## src/rtl/mpd_pkg.sv

```systemverilog
package mpd_pkg;

  // Fixed start words of each pattern kind
  localparam int unsigned START_RD_SINGLE = 'h00;
  localparam int unsigned START_RD_BURST  = 'h08;
  localparam int unsigned START_WR_SINGLE = 'h18;
  localparam int unsigned START_WR_BURST  = 'h20;
  localparam int unsigned START_TIMER     = 'h30;
  localparam int unsigned START_EXCEPT    = 'h3C;

  typedef enum logic [1:0] {
    PW_32   = 2'b00,
    PW_16   = 2'b01,
    PW_8    = 2'b10,
    PW_RSVD = 2'b11
  } port_w_e;

  typedef enum logic [2:0] {
    SRC_NONE,
    SRC_EXC,
    SRC_TMR,
    SRC_RUN,
    SRC_MST
  } src_e;

  // Acknowledges needed to move one 32-bit word over the port
  function automatic int unsigned acks_per_word(input port_w_e pw);
    unique case (pw)
      PW_16:   return 2;
      PW_8:    return 4;
      default: return 1;
    endcase
  endfunction

endpackage

```

## src/rtl/mpd_pattern_ram.sv

```systemverilog
module mpd_pattern_ram #(
  parameter int ADDR_W = 6,
  parameter int WORD_W = 8
) (
  input  logic              clk,
  input  logic              we,
  input  logic [ADDR_W-1:0] waddr,
  input  logic [WORD_W-1:0] wdata,
  input  logic [ADDR_W-1:0] raddr,
  output logic [WORD_W-1:0] rdata
);

  localparam int DEPTH = 1 << ADDR_W;

  logic [WORD_W-1:0] mem [DEPTH];

  // Simple dual port, registered read: maps onto a block RAM
  always_ff @(posedge clk) begin
    if (we) mem[waddr] <= wdata;
    rdata <= mem[raddr];
  end

endmodule

```

## src/rtl/mpd_arbiter.sv

```systemverilog
module mpd_arbiter
  import mpd_pkg::*;
#(
  parameter int ADDR_W      = 6,
  parameter int BURST_WORDS = 4,
  parameter int CNT_W       = 5
) (
  input  logic              clk,
  input  logic              rst,
  input  logic              busy,
  input  logic              exc_req,
  input  logic              tmr_req,
  input  logic              run_req,
  input  logic [ADDR_W-1:0] run_index,
  input  logic              mst_req,
  input  logic              mst_write,
  input  logic              mst_burst,
  input  logic [1:0]        port_width,
  output logic              start,
  output logic [ADDR_W-1:0] start_idx,
  output logic              start_lim_en,
  output logic [CNT_W-1:0]  start_lim
);

  localparam int NSRC  = 3;
  localparam int P_TMR = 0;
  localparam int P_RUN = 1;
  localparam int P_MST = 2;

  logic [NSRC-1:0]   req_vec;
  logic [NSRC-1:0]   pend_q;
  logic [NSRC-1:0]   grant;
  logic [ADDR_W-1:0] run_idx_q;
  logic              mst_wr_q;
  logic              mst_bu_q;
  src_e              sel;

  assign req_vec = {mst_req, run_req, tmr_req};

  // Fixed priority: exception regardless of busy, others only when idle
  always_comb begin
    sel = SRC_NONE;
    if (exc_req)                sel = SRC_EXC;
    else if (!busy) begin
      if (pend_q[P_TMR])        sel = SRC_TMR;
      else if (pend_q[P_RUN])   sel = SRC_RUN;
      else if (pend_q[P_MST])   sel = SRC_MST;
    end
  end

  assign grant = {sel == SRC_MST, sel == SRC_RUN, sel == SRC_TMR};
  assign start = (sel != SRC_NONE);

  always_comb begin
    start_idx    = '0;
    start_lim_en = 1'b0;
    start_lim    = CNT_W'(1);
    unique case (sel)
      SRC_EXC: start_idx = ADDR_W'(START_EXCEPT);
      SRC_TMR: start_idx = ADDR_W'(START_TIMER);
      SRC_RUN: start_idx = run_idx_q;
      SRC_MST: begin
        start_lim_en = 1'b1;
        unique case ({mst_wr_q, mst_bu_q})
          2'b00:   start_idx = ADDR_W'(START_RD_SINGLE);
          2'b01:   start_idx = ADDR_W'(START_RD_BURST);
          2'b10:   start_idx = ADDR_W'(START_WR_SINGLE);
          default: start_idx = ADDR_W'(START_WR_BURST);
        endcase
        if (mst_bu_q)
          start_lim = CNT_W'(BURST_WORDS * acks_per_word(port_w_e'(port_width)));
      end
      default: start_idx = '0;
    endcase
  end

  // Pending flags: a new pulse sets, a grant clears
  always_ff @(posedge clk) begin
    if (rst) begin
      pend_q    <= '0;
      run_idx_q <= '0;
      mst_wr_q  <= 1'b0;
      mst_bu_q  <= 1'b0;
    end else begin
      for (int s = 0; s < NSRC; s++)
        pend_q[s] <= req_vec[s] | (pend_q[s] & ~grant[s]);
      if (run_req && (!pend_q[P_RUN] || grant[P_RUN]))
        run_idx_q <= run_index;
      if (mst_req && (!pend_q[P_MST] || grant[P_MST])) begin
        mst_wr_q <= mst_write;
        mst_bu_q <= mst_burst;
      end
    end
  end


  idle_grant_chk: assert property (@(posedge clk) disable iff (rst)
    (|grant) |-> (!busy && !exc_req));


  mst_wait_chk: assert property (@(posedge clk) disable iff (rst)
    (pend_q[P_MST] && busy && !exc_req) |=> pend_q[P_MST]);

endmodule

```

## src/rtl/mpd_sequencer.sv

```systemverilog
module mpd_sequencer #(
  parameter int ADDR_W = 6,
  parameter int CNT_W  = 5
) (
  input  logic              clk,
  input  logic              rst,
  input  logic              start,
  input  logic [ADDR_W-1:0] start_idx,
  input  logic              start_lim_en,
  input  logic [CNT_W-1:0]  start_lim,
  input  logic              word_ack,
  input  logic              word_last,
  output logic [ADDR_W-1:0] idx_next,
  output logic [ADDR_W-1:0] index,
  output logic              beat_ack,
  output logic              done,
  output logic              busy
);

  logic              active_q;
  logic              tail_q;
  logic              lim_en_q;
  logic [CNT_W-1:0]  lim_q;
  logic [CNT_W-1:0]  cnt_q;
  logic [ADDR_W-1:0] idx_r;
  logic              lim_hit;

  assign beat_ack = active_q & word_ack;
  assign lim_hit  = lim_en_q & beat_ack & ((cnt_q + CNT_W'(1)) == lim_q);
  assign done     = active_q & (word_last | lim_hit);
  assign busy     = active_q | tail_q;
  assign index    = idx_r;

  always_comb begin
    if (start)                idx_next = start_idx;
    else if (active_q && !done) idx_next = idx_r + ADDR_W'(1);
    else                      idx_next = idx_r;
  end

  always_ff @(posedge clk) begin
    if (rst) begin
      active_q <= 1'b0;
      tail_q   <= 1'b0;
      lim_en_q <= 1'b0;
      lim_q    <= '0;
      cnt_q    <= '0;
      idx_r    <= '0;
    end else begin
      idx_r  <= idx_next;
      tail_q <= done & ~start;
      if (start) begin
        active_q <= 1'b1;
        cnt_q    <= '0;
        lim_en_q <= start_lim_en;
        lim_q    <= start_lim;
      end else if (done) begin
        active_q <= 1'b0;
      end else if (beat_ack) begin
        cnt_q <= cnt_q + CNT_W'(1);
      end
    end
  end


  step_chk: assert property (@(posedge clk) disable iff (rst)
    (active_q && !done && !start) |=> (idx_r == $past(idx_r) + ADDR_W'(1)));


  ack_bound_chk: assert property (@(posedge clk) disable iff (rst)
    (active_q && lim_en_q) |-> (cnt_q < lim_q));


  tail_chk: assert property (@(posedge clk) disable iff (rst)
    (done && !start) |=> (busy && !active_q && !done));

endmodule

```

## src/rtl/mem_pattern_dispatcher.sv

```systemverilog
module mem_pattern_dispatcher
  import mpd_pkg::*;
#(
  parameter int ADDR_W      = 6,
  parameter int WORD_W      = 8,
  parameter int BURST_WORDS = 4,
  parameter int ACK_BIT     = 0,
  parameter int LAST_BIT    = 1
) (
  input  logic              clk,
  input  logic              rst,
  input  logic              mst_req,
  input  logic              mst_write,
  input  logic              mst_burst,
  input  logic [1:0]        port_width,
  input  logic              tmr_req,
  input  logic              exc_req,
  input  logic              run_req,
  input  logic [ADDR_W-1:0] run_index,
  input  logic              wr_en,
  input  logic [ADDR_W-1:0] wr_addr,
  input  logic [WORD_W-1:0] wr_data,
  output logic [ADDR_W-1:0] ram_index,
  output logic [WORD_W-1:0] pat_word,
  output logic              beat_ack,
  output logic              done,
  output logic              busy
);

  localparam int CNT_W = $clog2(BURST_WORDS * 4 + 1);

  logic              start;
  logic [ADDR_W-1:0] start_idx;
  logic              start_lim_en;
  logic [CNT_W-1:0]  start_lim;
  logic [ADDR_W-1:0] idx_next;
  logic              ram_we;

  assign ram_we = wr_en & ~busy;

  mpd_arbiter #(
    .ADDR_W(ADDR_W), .BURST_WORDS(BURST_WORDS), .CNT_W(CNT_W)
  ) arb_i (
    .clk(clk), .rst(rst), .busy(busy),
    .exc_req(exc_req), .tmr_req(tmr_req),
    .run_req(run_req), .run_index(run_index),
    .mst_req(mst_req), .mst_write(mst_write), .mst_burst(mst_burst),
    .port_width(port_width),
    .start(start), .start_idx(start_idx),
    .start_lim_en(start_lim_en), .start_lim(start_lim)
  );

  mpd_sequencer #(
    .ADDR_W(ADDR_W), .CNT_W(CNT_W)
  ) seq_i (
    .clk(clk), .rst(rst),
    .start(start), .start_idx(start_idx),
    .start_lim_en(start_lim_en), .start_lim(start_lim),
    .word_ack(pat_word[ACK_BIT]), .word_last(pat_word[LAST_BIT]),
    .idx_next(idx_next), .index(ram_index),
    .beat_ack(beat_ack), .done(done), .busy(busy)
  );

  mpd_pattern_ram #(
    .ADDR_W(ADDR_W), .WORD_W(WORD_W)
  ) ram_i (
    .clk(clk), .we(ram_we), .waddr(wr_addr), .wdata(wr_data),
    .raddr(idx_next), .rdata(pat_word)
  );


  exc_start_chk: assert property (@(posedge clk) disable iff (rst)
    exc_req |=> (ram_index == ADDR_W'(START_EXCEPT) && busy));


  reset_state_chk: assert property (@(posedge clk)
    rst |=> (!busy && !done && !beat_ack && ram_index == '0));

endmodule

```

## config.mk

```make
export PLATFORM = sky130hd
export DESIGN_NAME = mem_pattern_dispatcher
export DESIGN_NICKNAME = d
export VERILOG_FILES = /design/src/rtl/mpd_pkg.sv /design/src/rtl/mpd_pattern_ram.sv /design/src/rtl/mpd_arbiter.sv /design/src/rtl/mpd_sequencer.sv /design/src/rtl/mem_pattern_dispatcher.sv
export SDC_FILE = /design/constraint.sdc
export NUM_CORES = 1
export LEC_CHECK = 0
export CELL_PAD_IN_SITES_DETAIL_PLACEMENT = 1
export CELL_PAD_IN_SITES_GLOBAL_PLACEMENT = 2
export CORE_MARGIN = 2
export CORE_UTILIZATION = 45
export CTS_BUF_LIST = sky130_fd_sc_hd__clkbuf_4 sky130_fd_sc_hd__clkbuf_8
export DETAILED_ROUTE_END_ITERATION = 12
export DONT_BUFFER_PORTS = 1
export GPL_ROUTABILITY_DRIVEN = 0
export MAX_ROUTING_LAYER = met4
export PLACE_DENSITY = 0.89
export SYNTH_ARGS = -nofsm -noshare
export SYNTH_HDL_FRONTEND = slang
export SYNTH_SLANG_ARGS = --single-unit
```

## constraint.sdc

```tcl
create_clock -name clk -period 8.15 [get_ports clk]
set_clock_uncertainty 0.1 [all_clocks]
set_input_delay 1.63 -clock clk [delete_from_list [all_inputs] [get_ports clk]]
set_output_delay 1.63 -clock clk [all_outputs]
set_load 0.02 [all_outputs]
```

After elaboration in Yosys (flattened, before gate mapping)
Memory sizes are Yosys's and may differ from the RTL's. A register that Yosys moved wholly into a read port is not among the register bits.
Index checks and enable logic that the tools add are counted.
{ "word_totals": {"in_bits": 31, "output_inout_bits": 17, "ramBits": 512, "n_memories": 1, "regBits": 30} }
{ "classes": {"n_bitwise": 20, "add_sub_neg": 2, "eq_ne": 9, "n_mux": 17, "n_reduce_logical": 13} }
{ "mem_list": {"columns": ["memory", "words", "word_bits", "read_ports", "rd_clocked_by_memory_dff", "write_ports", "line", "rtl"], "rows": [
  ["ram_i.mem", 64, 8, 1, 1, 1, "mpd_pattern_ram.sv:15", "logic [WORD_W-1:0] mem [DEPTH];"]
]} }
{ "ops": {"columns": ["op", "n"], "rows": [
  ["case mux 6 bit (4 select lines)", 1],
  ["case mux 6 bit (3 select lines)", 1],
  ["2-to-1 mux 3 bit", 5],
  ["2-to-1 mux 6 bit", 2],
  ["2-to-1 mux 5 bit", 2],
  ["AND 1 bit", 9],
  ["adder 6 x 1 -> 6 bit, second input constant", 1],
  ["== test 3 x 2 -> 1 bit, second input constant", 2],
  ["NOT 1 bit", 6],
  ["case mux 3 bit (2 select lines)", 1],
  ["adder 5 x 1 -> 5 bit, second input constant", 1],
  ["== test 5 bit", 1],
  ["2-to-1 mux 1 bit", 5],
  ["OR 1 bit", 5],
  ["== test 2 x 1 -> 1 bit, second input constant", 2],
  ["== test 2 bit, second input constant", 2],
  ["== test 3 x 1 -> 1 bit, second input constant", 1],
  ["== test 3 bit, second input constant", 1],
  ["logical AND 1 bit", 3],
  ["zero test 1 bit", 3],
  ["nonzero test 3 bit", 1],
  ["zero test 2 bit", 1],
  ["logical OR 1 bit", 2],
  ["AND reduction 2 bit", 1],
  ["2 further kinds", 2]
]} }

Logic depth before layout (Yosys ltp)
Gate-level depths: netlist of the first run.
{ "logic_depth": {"depth_word": 9, "ltp_mapped": 15, "mapped_depth_nobuf": 11} }

Hierarchy
Synthesis of the first run repeated with hierarchy kept, for this count alone.
{ "unflattened": {"cells_unflattened": 1139, "hier_area_um2": 21969.8} }
{ "modules_own_cells": {"columns": ["module", "seq_area_each_um2", "area_per_inst_um2", "cells_per_inst", "n_inst"], "rows": [
  ["mpd_pattern_ram", 15534.9, 20166.8, 940, 1],
  ["mpd_sequencer", 380.4, 1076.0, 120, 1],
  ["mpd_arbiter", 220.2, 713.2, 78, 1],
  ["mem_pattern_dispatcher", 0.0, 13.8, 1, 1]
]} }

Least setup slack after synthesis of the first run
No wires, ideal clock.
{ "synth_timing": {"path_kind": "in2reg", "start": "in exc_req", "end": "reg ram_i.rdata[5] (read register of ram_i.mem)", "stages": 10, "t_arrival_ns": 4.087, "required_ns": 7.916, "setup_slack_ns": 3.829, "path_cell_list": "buf_2 or3_1 or3_1 a221o_1 o211a_2 and3_1 buf_6 a311oi_1 nand4_1 or4_1"} }
{ "synth_between": {"elab_chain_cells": 4, "elab_cells_between_ends": 8, "classes_between": "4 x eq/ne; 3 x mux; 1 x reduce/logical"} }
{ "synth_rtl": {"columns": ["element", "line", "rtl"], "rows": [
  ["start, declared", "mem_pattern_dispatcher.sv:17", "input logic exc_req,"],
  ["2-to-1 mux 3 bit *", "mpd_arbiter.sv:43", "if (exc_req) sel = SRC_EXC;"],
  ["== test 3 bit (tied with other cells)", "mpd_arbiter.sv:58", "unique case (sel)"],
  ["case mux 6 bit (4 select lines)", "mpd_arbiter.sv:58", null],
  ["2-to-1 mux 6 bit *", "mpd_sequencer.sv:35", "if (start) idx_next = start_idx;"],
  ["end, declared", "mpd_pattern_ram.sv:10", "output logic [WORD_W-1:0] rdata"]
]} }
Mark *: on every way between the ends. The rest lies on a longest branch, timed or not.
A chain may end at the register's enable or synchronous reset.

Worst setup path in the final report of the first run
{ "layout_timing": {"start": "reg ram_i.rdata[0] (read register of ram_i.mem)", "end": "reg ram_i.rdata[3] (read register of ram_i.mem)"} }
{ "layout_between": {"elab_chain_cells": 9} }
{ "layout_rtl": {"columns": ["element", "line", "rtl"], "rows": [
  ["AND 1 bit", "mpd_sequencer.sv:28", "assign beat_ack = active_q & word_ack;"],
  ["AND 1 bit (2 in a row)", "mpd_sequencer.sv:29", "assign lim_hit = lim_en_q & beat_ack & ((cnt_q + CNT_W'(1)) == lim_q);"],
  ["OR 1 bit", "mpd_sequencer.sv:30", "assign done = active_q & (word_last | lim_hit);"],
  ["AND 1 bit", "mpd_sequencer.sv:30", null],
  ["zero test 1 bit", "mpd_sequencer.sv:36", "else if (active_q && !done) idx_next = idx_r + ADDR_W'(1);"],
  ["logical AND 1 bit", "mpd_sequencer.sv:36", null],
  ["2-to-1 mux 6 bit", "mpd_sequencer.sv:36", null],
  ["2-to-1 mux 6 bit", "mpd_sequencer.sv:35", null]
]} }
Every way passes these cells.

==> results.sh, run 1 <==
export IMPL_status="finished clean"
export IMPL_cts_hold_buf=0
export IMPL_min_path_cells=2
export IMPL_dp_hpwl_mm=40.3
export IMPL_async_flop_share=0
export IMPL_ios=48
export IMPL_yosysTopAreaCell="edfxtp_1"
export IMPL_synth_fp_nets=1709
export IMPL_grt_usage=0.260
export IMPL_cts_tree="done"
export IMPL_grt_pass1_vias=15283
export IMPL_rr_worst_depth=11
export IMPL_finalSetupViolCount=0
export IMPL_dieArea_sq_um=52200
export IMPL_synth_mux_area_frac=0.0404
export IMPL_clock_root_buffer="clkbuf_8"
export IMPL_min_to="arb_i.mst_wr_q"
export IMPL_worstPathRequired_ns=8.60
export IMPL_ys_ff_latch=549
export IMPL_cp_max_fo=89
export IMPL_rsz0062_at_grt="no"
export IMPL_path_class="reg2reg"
export IMPL_routedWlPerCell_microns=27.0
export IMPL_timing_fmax_mhz=170
export IMPL_port_buffers=0
export IMPL_die_y_microns=228
export IMPL_htreeDepth=3
export IMPL_path_clk_slew_ns=0.06
export IMPL_yosysWarnings=0
export IMPL_drtIter0Drc=1346
export IMPL_seq_area_sq_um=16100
export IMPL_r2r_start="ram_i.rdata[0]"
export IMPL_grt_first_pass_wirelength_mm=97.9
export IMPL_cap_violations=0
export IMPL_critPathLaunchType="register"
export IMPL_ant_nets=0
export IMPL_drv_slew=0
export IMPL_dr_pass1_iters=5
export IMPL_globalRouteOverflowTotal=0
export IMPL_tightest_slew_ns=1.11
export IMPL_post_route_drc_count=0
export IMPL_reg2reg_slack_ns=2.26
export IMPL_tns_ns=0
export IMPL_timing_hold_ws_ns=0.393
export IMPL_clock_path_buffers=3
export IMPL_end_kind="register"
export IMPL_hold_viol_final=0
export IMPL_synth_most_common_cell="edfxtp_1"
export IMPL_seq_area_frac_synth=0.711
export IMPL_r2r_end="ram_i.rdata[3]"
export IMPL_syn_area_sq_um=22700
export IMPL_cts_resized_gates=0
export IMPL_fin_crit_sh=0.723
export IMPL_min_from="arb_i.mst_wr_q"
export IMPL_yosysTopAreaCellShare=0.678
export IMPL_synth_xor_area_share=0.00381
export IMPL_arrival_ns=6.34
export IMPL_start_util=0.454
export IMPL_viasPerCell=6.00
export IMPL_synth_cell_types=74
export IMPL_synthTopCellsByCount="edfxtp_1 (512), nand2_1 (335), nor2_1 (106), mux2i_1 (81), nand3_1 (76)"
export IMPL_hold_class="reg2reg"
export IMPL_clk_latency_ns=0.70
export IMPL_grt_max_degree=147
export IMPL_wl_mm=65.5
export IMPL_layout_drive_gt1_share=0.124
export IMPL_slew_headroom=0.257
export IMPL_ir_drop_v=0.000183
export IMPL_dominantRegCellSynth="edfxtp_1"
export IMPL_synth_edf_count=512
export IMPL_vias=14538
export IMPL_avgSynthCellArea_sq_um=13.6
export IMPL_core_area_sq_um=50000
export IMPL_fin_crit_ns=5.89
export IMPL_cts_made_buffers=89
export IMPL_rows=82
export IMPL_clkSinkCount=549
export IMPL_synth_simple_area_share=0.137
export IMPL_fin_nets=1713
export IMPL_yosys_area_share_adder=0.00331
export IMPL_synth_top_family_by_area="simple AND/OR/NAND/NOR gates"
export IMPL_powerDensity_nw_per_um2=243
export IMPL_leakagePower_nw=8.64
export IMPL_fillers=5020
export IMPL_multi_input_area_sq_um=5980
export IMPL_total_power_mw=6.04
export IMPL_syn_inst=1672
export IMPL_synth_area_leaders="edfxtp_1 (68%), nand2_1 (5.5%), mux2i_1 (3.6%), dfxtp_1 (3.3%), a211oi_1 (2.1%)"
export IMPL_synth_compound_area_share=0.0778
export IMPL_cts_setup_buffers=0
export IMPL_die_width_microns=228
export IMPL_synthToLayoutAreaGrowth_pct=9.72
export IMPL_antenna_found_initial=1
==> per-stage QoR <==
stage / setup slack (ns) / cells / cell area, sq um / util
finish: 2.26 / 2422 / 24900 / 0.498
floorplan: 3.83 / 1672 / 22700 / -
CTS: 2.49 / 2421 / 24900 / 0.498
global placement: 2.10 / 2257 / 23100 / 0.463
detailed placement: 2.15 / 2257 / 23100 / 0.463
global route: 2.10 / 2422 / 24900 / 0.498
==> worst max-delay path by stage <==
stage                         from        endpoint  cells after the start
CTS                 ram_i.rdata[0]  ram_i.rdata[3]                     11
global route        ram_i.rdata[0]  ram_i.rdata[3]                     11
detailed placement         exc_req  ram_i.rdata[3]                     10
global placement           exc_req  ram_i.rdata[3]                     10
finish              ram_i.rdata[0]  ram_i.rdata[3]                     11
floorplan                  exc_req  ram_i.rdata[5]                     10
==> flip-flops by register name (all words and copies together) (netlist names) <==
signal	flops
ram_i.mem	512
arb_i.mst_bu_q	1
seq_i.tail_q	1
seq_i.index	6
ram_i.rdata	8
seq_i.cnt_q	5
seq_i.lim_en_q	1
seq_i.active_q	1
arb_i.pend_q	3
arb_i.mst_wr_q	1
seq_i.lim_q	4
arb_i.run_idx_q	6
==> layout by cell type (no fill, tap or decap), types with 4 or more instances in the layout <==
cell / count
a32o_1: 5
clkbuf_4: 30
nand3_1: 76
a311o_1: 5
a311oi_1: 9
nand2_1: 334
a211oi_1: 62
and3_1: 66
or4b_1: 6
clkbuf_8: 93
nor3_1: 10
buf_4: 15
nand4_1: 8
mux2_2: 8
or4_1: 4
or3_1: 4
o211ai_1: 9
a211oi_2: 7
mux2i_1: 81
nand2b_1: 6
nand3b_1: 4
edfxtp_1: 512
and3_2: 11
clkinv_1: 22
nor4_1: 8
o32a_1: 6
a31o_2: 6
nor4b_1: 7
inv_1: 6
nor2_1: 106
o21ai_0: 7
o22ai_1: 22
a21oi_1: 40
xnor2_1: 6
dfxtp_1: 37
a31oi_1: 30
clkinv_2: 13
ha_1: 6
==> routing by layer <==
metal | GRT usage | vias to the layer above | routed length, microns
met4 | 0.106 | 0 | 2750
met5 | - | - | 0
met1 | 0.323 | 7392 | 25800
met2 | 0.403 | 651 | 30900
li1 | - | 6333 | -
met3 | 0.0726 | 162 | 6030
==> where the power goes <==
part	internal (mW)	switching (mW)	leakage [nW]	total, mW
Clock	1.24	1.12	0.933	2.36
Sequential	3.11	0.0755	4.91	3.19
Combinational	0.153	0.344	2.79	0.497
==> kinds of logic after synthesis <==
kind of cell / count (synthesis)
fa+ha+maj: 6
buf+inv: 110
mux: 90
xor+xnor: 9
compound gates: 237
simple gates: 671
flops: 549
==> critical path: stages (launching register included) <==
cell      delay [ns]
dfxtp_1         0.75
nand4b_1        0.19
a211oi_2        0.25
o211a_4         0.27
mux2i_4         0.73
nand2_4         0.81
buf_4           0.54
a211oi_1        0.40
a31o_2          0.20
a21oi_1         0.17
nor4_1          0.75
or4b_1          0.50
==> layout make-up <==
class	instances	share of cell area
repair buffers	17	0.00614
well taps	672	0.0338
inverters	6	0.000906
clock inverters	41	0.00986
diodes	1	0.000101
multi-input cells	1013	0.241
clock buffers	123	0.0605
flip-flops and latches	549	0.648
(Power assumes the default switching activity.)
==> run 2, diff against run 1 <==
- CORE_UTILIZATION: 45 -> 43
- clock period: 8.15 -> 4.9 ns (I/O delays scaled with it)
==> results.sh, run 2 (synthesis results as in run 1) <==
export IMPL_path_clk_slew_ns=0.06
export IMPL_antenna_found_initial=1
export IMPL_dr_pass1_iters=7
export IMPL_grt_max_degree=65
export IMPL_cts_resized_gates=0
export IMPL_fin_crit_sh=0.935
export IMPL_clock_root_buffer="clkbuf_8"
export IMPL_grt_first_pass_wirelength_mm=98.6
export IMPL_r2r_end="ram_i.rdata[2]"
export IMPL_wl_met3_mm=5.11
export IMPL_die_width_microns=234
export IMPL_largest_reg_flops=512
export IMPL_critPathLaunchType="register"
export IMPL_cp_max_fo=49
export IMPL_reg2reg_slack_ns=0.32
export IMPL_cts_tree="done"
export IMPL_port_buffers=0
export IMPL_fin_crit_ns=4.58
export IMPL_clock_path_buffers=3
export IMPL_r2r_start="seq_i.cnt_q[0]"
export IMPL_layout_drive_gt1_share=0.140
export IMPL_globalRouteOverflowTotal=0
export IMPL_powerDensity_nw_per_um2=399
export IMPL_final_common_cell="edfxtp_1"
export IMPL_antenna_cells=0
export IMPL_drv_slew=0
export IMPL_min_from="rst"
export IMPL_core_area_sq_um=52300
export IMPL_path_class="reg2reg"
export IMPL_vias=14678
export IMPL_rr_worst_depth=11
export IMPL_tns_ns=0
export IMPL_htreeDepth=3
export IMPL_clkSinkCount=549
export IMPL_ant_nets=0
export IMPL_wl_met1_mm=26.8
export IMPL_synthToLayoutAreaGrowth_pct=10.9
export IMPL_grt_usage=0.255
export IMPL_finalSetupViolCount=0
export IMPL_reg_top3="ram_i.mem x512, ram_i.rdata x8"
export IMPL_cp_endpoint="ram_i.rdata[2]"
export IMPL_worstPathRequired_ns=5.35
export IMPL_rows=84
export IMPL_leakagePower_nw=8.79
export IMPL_cap_violations=0
export IMPL_slew_headroom=0.358
export IMPL_timing_fmax_mhz=218
export IMPL_rsz0062_at_grt="no"
export IMPL_drtIter0Drc=1588
export IMPL_grt_pass1_vias=15161
export IMPL_start_util=0.433
export IMPL_dp_hpwl_mm=41.6
export IMPL_cts_hold_buf=0
export IMPL_viasPerCell=5.95
export IMPL_total_power_mw=10.0
export IMPL_final_cell_mix="edfxtp_1 (512), nand2_1 (334), nor2_1 (106)"
export IMPL_wl_mm=66.8
export IMPL_fin_util=0.480
export IMPL_dieArea_sq_um=54600
export IMPL_post_route_drc_count=0
export IMPL_highest_layer="met4"
export IMPL_ios=48
export IMPL_hold_viol_final=0
export IMPL_clk_latency_ns=0.69
export IMPL_status="finished clean"
export IMPL_routedWlPerCell_microns=27.1
export IMPL_fin_nets=1745
export IMPL_wl_met2_mm=32.4
export IMPL_ir_drop_v=0.000321
export IMPL_largest_register="ram_i.mem"
export IMPL_hold_class="in2reg"
export IMPL_end_kind="register"
export IMPL_tightest_slew_ns=0.957
export IMPL_startpoint="seq_i.cnt_q[0]"
export IMPL_arrival_ns=5.03
export IMPL_cts_made_buffers=90
export IMPL_die_y_microns=234
run 2: cell types whose count changed in the layout (fill, tap and decap cells not counted):
cell       change
buf_4         +28
clkinv_2       -5
buf_12         +3
clkbuf_8       +3
clkinv_1       -3
clkbuf_4       +2
inv_6          +2
bufinv_16      -1
diode_2        -1
inv_12         -1
run 2: stage by stage:
step	cells	area [sq um]	hold WS (ns)	setup WS, ns
final	2465	25100	0.267	0.320
after global routing	2465	25100	0.235	0.149
after CTS	2458	25100	0.222	0.169
after detailed placement	2297	23300	0.398	0.224
after global placement	2297	23300	0.368	0.342
after floorplan	1672	22700	0.355	1.23
run 2: how the worst min path moves through the flow:
stage                                     to  depth (start not counted)  slack (ns)
after CTS                 arb_i.run_idx_q[3]                          1        0.22
after global routing      arb_i.run_idx_q[3]                          1        0.23
after global placement        arb_i.mst_wr_q                          2        0.37
final                     arb_i.run_idx_q[3]                          1        0.27
after floorplan           arb_i.run_idx_q[1]                          2        0.35
after detailed placement      arb_i.mst_wr_q                          2        0.40
run 2: per-layer routing:
metal / up-vias / global-route usage
met5: - / -
met4: 0 / 0.0941
met3: 156 / 0.0520
met2: 627 / 0.408
met1: 7498 / 0.321
li1: 6397 / -
run 2: power breakdown:
group / total [mW] / internal, mW / switching, mW
sequential: 5.27 / 5.17 / 0.102
clock: 3.90 / 2.06 / 1.84
combinational: 0.872 / 0.281 / 0.590
total: 10.0 / 7.51 / 2.53
run 2: worst max-delay path, cell delays in order (launching register included):
cell,delay [ns]
dfxtp_1,0.42
ha_1,0.29
nand4b_1,0.16
a211oi_2,0.30
o211a_4,0.27
mux2i_4,0.29
and2_4,0.72
buf_12,0.27
mux2i_1,0.23
a211oi_1,0.19
nor4_1,0.68
or4b_1,0.51
run 2: cell type report:
type	instances	area (sq um)
fill	5283	27200
multi-input combinational	1013	5980
sequential	549	16100
timing repair buffer	48	423
clock buffer	128	1560
inverter	6	22.5
tap	688	861
clock inverter	33	180
run 2: timing repair:
action                                  in CTS  in global routing
endpoints found under the setup margin       0                  3
hold endpoints to repair                     0                  0
buffers inserted                             0                  7
